===== src/rtl/fpm_pkg.sv =====
package fpm_pkg;

    typedef enum logic [1:0] {
        SLIP_NONE = 2'd0,
        SLIP_FWD  = 2'd1,
        SLIP_BACK = 2'd2
    } slip_e;

    // Classify the step between two captured positions.
    function automatic slip_e slip_classify(input int unsigned prev_pos,
                                            input int unsigned next_pos,
                                            input int unsigned half_len);
        if (prev_pos > next_pos && (prev_pos - next_pos) > half_len)
            return SLIP_FWD;
        if (next_pos > prev_pos && (next_pos - prev_pos) > half_len)
            return SLIP_BACK;
        return SLIP_NONE;
    endfunction

endpackage


===== src/rtl/fpm_marker_sync.sv =====
module fpm_marker_sync #(
    parameter int STAGES = 2
) (
    input  logic clk,
    input  logic rst_n,
    input  logic marker_async,
    output logic rise_o
);
    typedef struct packed {
        logic [STAGES-1:0] chain;
        logic              last;
    } sync_st_t;

    sync_st_t st_d, st_q;

    always_comb begin
        st_d       = st_q;
        st_d.chain = {st_q.chain[STAGES-2:0], marker_async};
        st_d.last  = st_q.chain[STAGES-1];
    end

    always_ff @(posedge clk) begin
        if (!rst_n) st_q <= '0;
        else        st_q <= st_d;
    end

    assign rise_o = st_q.chain[STAGES-1] & ~st_q.last;


    single_rise_chk: assert property (@(posedge clk) disable iff (!rst_n)
        rise_o |=> !rise_o);

endmodule


===== src/rtl/fpm_pos_counter.sv =====
module fpm_pos_counter #(
    parameter int FRAME_LEN = 256,
    parameter int POS_W     = 8
) (
    input  logic             clk,
    input  logic             rst_n,
    input  logic             frame_pulse,
    output logic [POS_W-1:0] pos_o
);
    localparam logic [POS_W-1:0] LAST_POS = POS_W'(FRAME_LEN - 1);

    typedef struct packed {
        logic [POS_W-1:0] pos;
    } cnt_st_t;

    cnt_st_t st_d, st_q;

    always_comb begin
        st_d = st_q;
        if (frame_pulse)
            st_d.pos = '0;
        else if (st_q.pos == LAST_POS)
            st_d.pos = '0;
        else
            st_d.pos = st_q.pos + 1'b1;
    end

    always_ff @(posedge clk) begin
        if (!rst_n) st_q <= '0;
        else        st_q <= st_d;
    end

    assign pos_o = st_q.pos;


    pulse_restart_chk: assert property (@(posedge clk) disable iff (!rst_n)
        frame_pulse |=> pos_o == '0);


    step_one_chk: assert property (@(posedge clk) disable iff (!rst_n)
        (!frame_pulse && pos_o != LAST_POS) |=> pos_o == POS_W'($past(pos_o) + 1'b1));

endmodule


===== src/rtl/fpm_phase_capture.sv =====
module fpm_phase_capture
    import fpm_pkg::*;
#(
    parameter int FRAME_LEN = 256,
    parameter int POS_W     = 8
) (
    input  logic             clk,
    input  logic             rst_n,
    input  logic             capture,
    input  logic [POS_W-1:0] pos_i,
    output logic [POS_W-1:0] phase_o,
    output logic             frame_bit_o
);
    localparam int unsigned HALF_LEN = FRAME_LEN / 2;

    typedef struct packed {
        logic [POS_W-1:0] phase;
        logic             fbit;
        logic             seen;
    } cap_st_t;

    cap_st_t st_d, st_q;
    slip_e   slip;

    always_comb begin
        st_d = st_q;
        slip = slip_classify(32'(st_q.phase), 32'(pos_i), HALF_LEN);
        if (capture) begin
            st_d.phase = pos_i;
            st_d.seen  = 1'b1;
            if (st_q.seen && slip != SLIP_NONE)
                st_d.fbit = ~st_q.fbit;
        end
    end

    always_ff @(posedge clk) begin
        if (!rst_n) st_q <= '0;
        else        st_q <= st_d;
    end

    assign phase_o     = st_q.phase;
    assign frame_bit_o = st_q.fbit;


    hold_idle_chk: assert property (@(posedge clk) disable iff (!rst_n)
        !capture |=> ($stable(phase_o) && $stable(frame_bit_o)));


    capture_value_chk: assert property (@(posedge clk) disable iff (!rst_n)
        capture |=> phase_o == $past(pos_i));


    first_no_toggle_chk: assert property (@(posedge clk) disable iff (!rst_n)
        (capture && !st_q.seen) |=> $stable(frame_bit_o));

endmodule


===== src/rtl/frame_phase_meter.sv =====
module frame_phase_meter #(
    parameter int CHANNELS    = 32,
    parameter int CH_BITS     = 8,
    parameter int SYNC_STAGES = 2
) (
    input  logic       clk,
    input  logic       rst_n,
    input  logic       frame_pulse,
    input  logic       marker,
    output logic [$clog2(CHANNELS*CH_BITS)-1:0] phase_word,
    output logic       frame_bit
);
    localparam int FRAME_LEN = CHANNELS * CH_BITS;
    localparam int POS_W     = $clog2(FRAME_LEN);

    logic             marker_rise;
    logic [POS_W-1:0] bit_pos;

    fpm_marker_sync #(
        .STAGES(SYNC_STAGES)
    ) sync_i (
        .clk         (clk),
        .rst_n       (rst_n),
        .marker_async(marker),
        .rise_o      (marker_rise)
    );

    fpm_pos_counter #(
        .FRAME_LEN(FRAME_LEN),
        .POS_W    (POS_W)
    ) cnt_i (
        .clk        (clk),
        .rst_n      (rst_n),
        .frame_pulse(frame_pulse),
        .pos_o      (bit_pos)
    );

    fpm_phase_capture #(
        .FRAME_LEN(FRAME_LEN),
        .POS_W    (POS_W)
    ) cap_i (
        .clk        (clk),
        .rst_n      (rst_n),
        .capture    (marker_rise),
        .pos_i      (bit_pos),
        .phase_o    (phase_word),
        .frame_bit_o(frame_bit)
    );


    reset_zero_chk: assert property (@(posedge clk)
        !rst_n |=> (phase_word == '0 && frame_bit == 1'b0));

endmodule


===== config.mk =====
export PLATFORM = sky130hd
export DESIGN_NAME = frame_phase_meter
export DESIGN_NICKNAME = d
export VERILOG_FILES = /design/src/rtl/fpm_pkg.sv /design/src/rtl/fpm_marker_sync.sv /design/src/rtl/fpm_pos_counter.sv /design/src/rtl/fpm_phase_capture.sv /design/src/rtl/frame_phase_meter.sv
export SDC_FILE = /design/constraint.sdc
export NUM_CORES = 1
export LEC_CHECK = 0
export BUFFER_PORTS_ARGS = -buffer_cell sky130_fd_sc_hd__buf_4
export CAP_MARGIN = 15
export CELL_PAD_IN_SITES_DETAIL_PLACEMENT = 1
export CELL_PAD_IN_SITES_GLOBAL_PLACEMENT = 1
export CORE_ASPECT_RATIO = 1.4
export CORE_UTILIZATION = 46
export CTS_BUF_LIST = sky130_fd_sc_hd__clkbuf_4 sky130_fd_sc_hd__clkbuf_8
export DETAILED_ROUTE_END_ITERATION = 7
export PLACE_DENSITY = 0.92
export SLEW_MARGIN = 5
export SYNTH_ARGS = -nofsm -noshare
export SYNTH_HDL_FRONTEND = slang
export SYNTH_SLANG_ARGS = --single-unit

===== constraint.sdc =====
create_clock -name clk -period 2.9 [get_ports clk]
set_input_delay 0 -clock clk [delete_from_list [all_inputs] [get_ports clk]]
set_output_delay 0 -clock clk [all_outputs]
set_load 0.005 [all_outputs]

==> reports/qor.yml <==
synth_compound_area_share_pct: 19.3
cp_max_fo: 4
syn_inst: 207
layout.nets: 236
post_cts_resized: 0
final_cell_mix: "nand2_1, dfxtp_1, inv_1"
static-leakage-power_nw: 0.723
via_count: 1439
outcome: "finished, final reports clean"
grt_max_degree: 16
start_kind: "flip-flop"
cp_data_required_time_ns: 3.09
io_pins: 13
synthSimpleGateAreaFrac_pct: 24.2
synthToLayoutAreaGrowth_pct: 8.09
setup_violations: 0
antenna_cells: 0
rows: 25
initialDrtViolationCount: 21
end_kind: "flip-flop"
synth-main-ff-cell: "dfxtp_1"
seq_area_frac_synth_pct: 25.9
drc_errors: 0
place_inst: 246
antenna_found_initial: 0
cts_root_buffer: "clkbuf_8"
io_buffers: 12
max_freq_mhz: 372
cts_tree: "done"
period_needed_ns: 2.69
core_um2: 3380
finalNonFillerCells: 253
synth.largest_area_cell: "dfxtp_1"
worst_pin_slew_ns: 0.711
netlist.area_leader.share_pct: 25.9
whs_ns: 0.0828
ctsHoldBuffers: 3
vias_per_cell: 5.69
clock_path_buffers: 2
yosys-top-cells-area: "dfxtp_1, ha_1, a21oi_1"
synth_cell_type_count: 46
numCtsBuffers: 3
clk_pin_slew_ns: 0.08
maxSlewHeadroom_pct: 52.5
synth_top_family_by_area: "simple AND/OR/NAND/NOR gates"
grt_pass1_vias: 1553
grt_overflow: 0
synth-adder-area-share_pct: 14.3
die_y_um: 72.3
synth_xor_area_share_pct: 4.85
synth_area_um2: 1620
fin_skew_ns: 0.00238
dp_hpwl_um: 3100
fp.dieW_um: 52.2
synthArstFlopShare_pct: 0
cts_setup_buffers: 0
cp_data_arrival_time_ns: 2.88
max_cap_violations: 0
wl_per_cell_um: 16.4
grt_first_pass_wirelength_um: 6980
start_util_pct: 48.1
drive_above_1_share_pct: 12.2
irDropWorstVdd_mv: 0.284
first_pass_iters: 4
yosysWarningCount: 0
layout_commonest_cell: "nand2_1"
rsz0062_at_grt: "false"
fill_cells: 426
syn_area_per_cell_um2: 7.85
muxShareOfSynthArea_pct: 0
cts_sinks: 21
synth_edf_count: 0
holdCritPathClass: "input pin to flip-flop"
gp_congestion: 0.924
insertion_delay_ns: 0.27
routed_wl_um: 4160
syn_nets: 229
htreeDepth: 1
dieArea_um2: 3780
track_usage_pct: 24.6
finalHoldViolCount: 0
powerDensity_nw_per_um2: 324
tns_ns: 0
postRouteAntennaNets: 0
maxSlewViolCount: 0
fin_crit_sh_pct: 92.7
worstSetupPathType: "flip-flop to flip-flop"
synth-seq-cells: 21
state kept, by name, indices dropped and copies added (netlist names):
register           flops
cap_i.st_q             1
cap_i.phase_o          8
cap_i.frame_bit_o      1
cnt_i.pos_o            8
sync_i.st_q            1
sync_i.st_d            2
power breakdown:
| group | switching (mW) | internal (mW) |
|---|---|---|
| Combinational | 0.0345 | 0.0307 |
| Sequential | 0.00401 | 0.292 |
| Clock | 0.100 | 0.108 |
| Total | 0.139 | 0.430 |
kinds of logic after synthesis:
logic type,after synthesis
xor+xnor,9
buf+inv,36
fa+ha+maj,18
simple gates,77
compound gates,46
flops,21
path summary, 6_finish.rpt:
path / from / to / slack [ns] / cells past startpoint
setup / recovery: cap_i.phase_o[0] / cap_i.frame_bit_o / 0.21 / 10
hold reg to reg: sync_i.st_d[2] / sync_i.st_d[0] / 0.44 / 1
setup reg to reg: cap_i.phase_o[0] / cap_i.frame_bit_o / 0.21 / 10
hold / removal: frame_pulse / cnt_i.pos_o[4] / 0.08 / 3
through the flow:
step | area, um^2 | utilization [%] | power [mW] | worst slack, ns
2_1_floorplan | 1620 | - | 0.347 | 0.478
3_3_place_gp | 1680 | 49.6 | 0.362 | 0.380
3_5_place_dp | 1680 | 49.6 | 0.365 | 0.242
4_1_cts | 1760 | 52.0 | 0.569 | 0.227
5_1_grt | 1760 | 52.0 | 0.584 | 0.0788
6_report | 1760 | 52.0 | 0.569 | 0.212
Yosys cell counts (all sizes together) (3+ instances only):
cell     instances
and2             4
nor2            16
a211oi           6
xnor2            9
a31oi            3
nor2b            4
nand3            6
dfxtp           21
nand2b           7
buf             14
ha              17
nor3             5
o21ai            4
nand2           22
o2111ai          3
inv             19
a21oi           18
worst max-delay path: stages, from the launching register on:
cell      delay [ns]
dfxtp_1         0.39
inv_1           0.06
ha_1            0.23
fa_1            0.41
nor2b_1         0.23
o32ai_1         0.13
or4_4           0.43
a211oi_2        0.21
a21oi_1         0.12
o31a_1          0.29
nor3_1          0.12
final cells by class:
cell class	count	area, um^2	share of cell area (%)
multi-input cells	150	1020	58.0
flip-flops and latches	21	420	23.9
repair buffers	18	143	8.13
inverters	20	75.1	4.28
well taps	40	50.0	2.85
clock buffers	4	48.8	2.78
per-layer routing:
metal | up-vias | routed length [um] | global-route usage (%)
met5 | - | 0 | 0
met4 | 0 | 121 | 9.94
met3 | 11 | 66 | 2.52
met2 | 19 | 2230 | 46.7
met1 | 701 | 1730 | 26.8
li1 | 708 | - | -
Power figures use the tool's default switching activity.
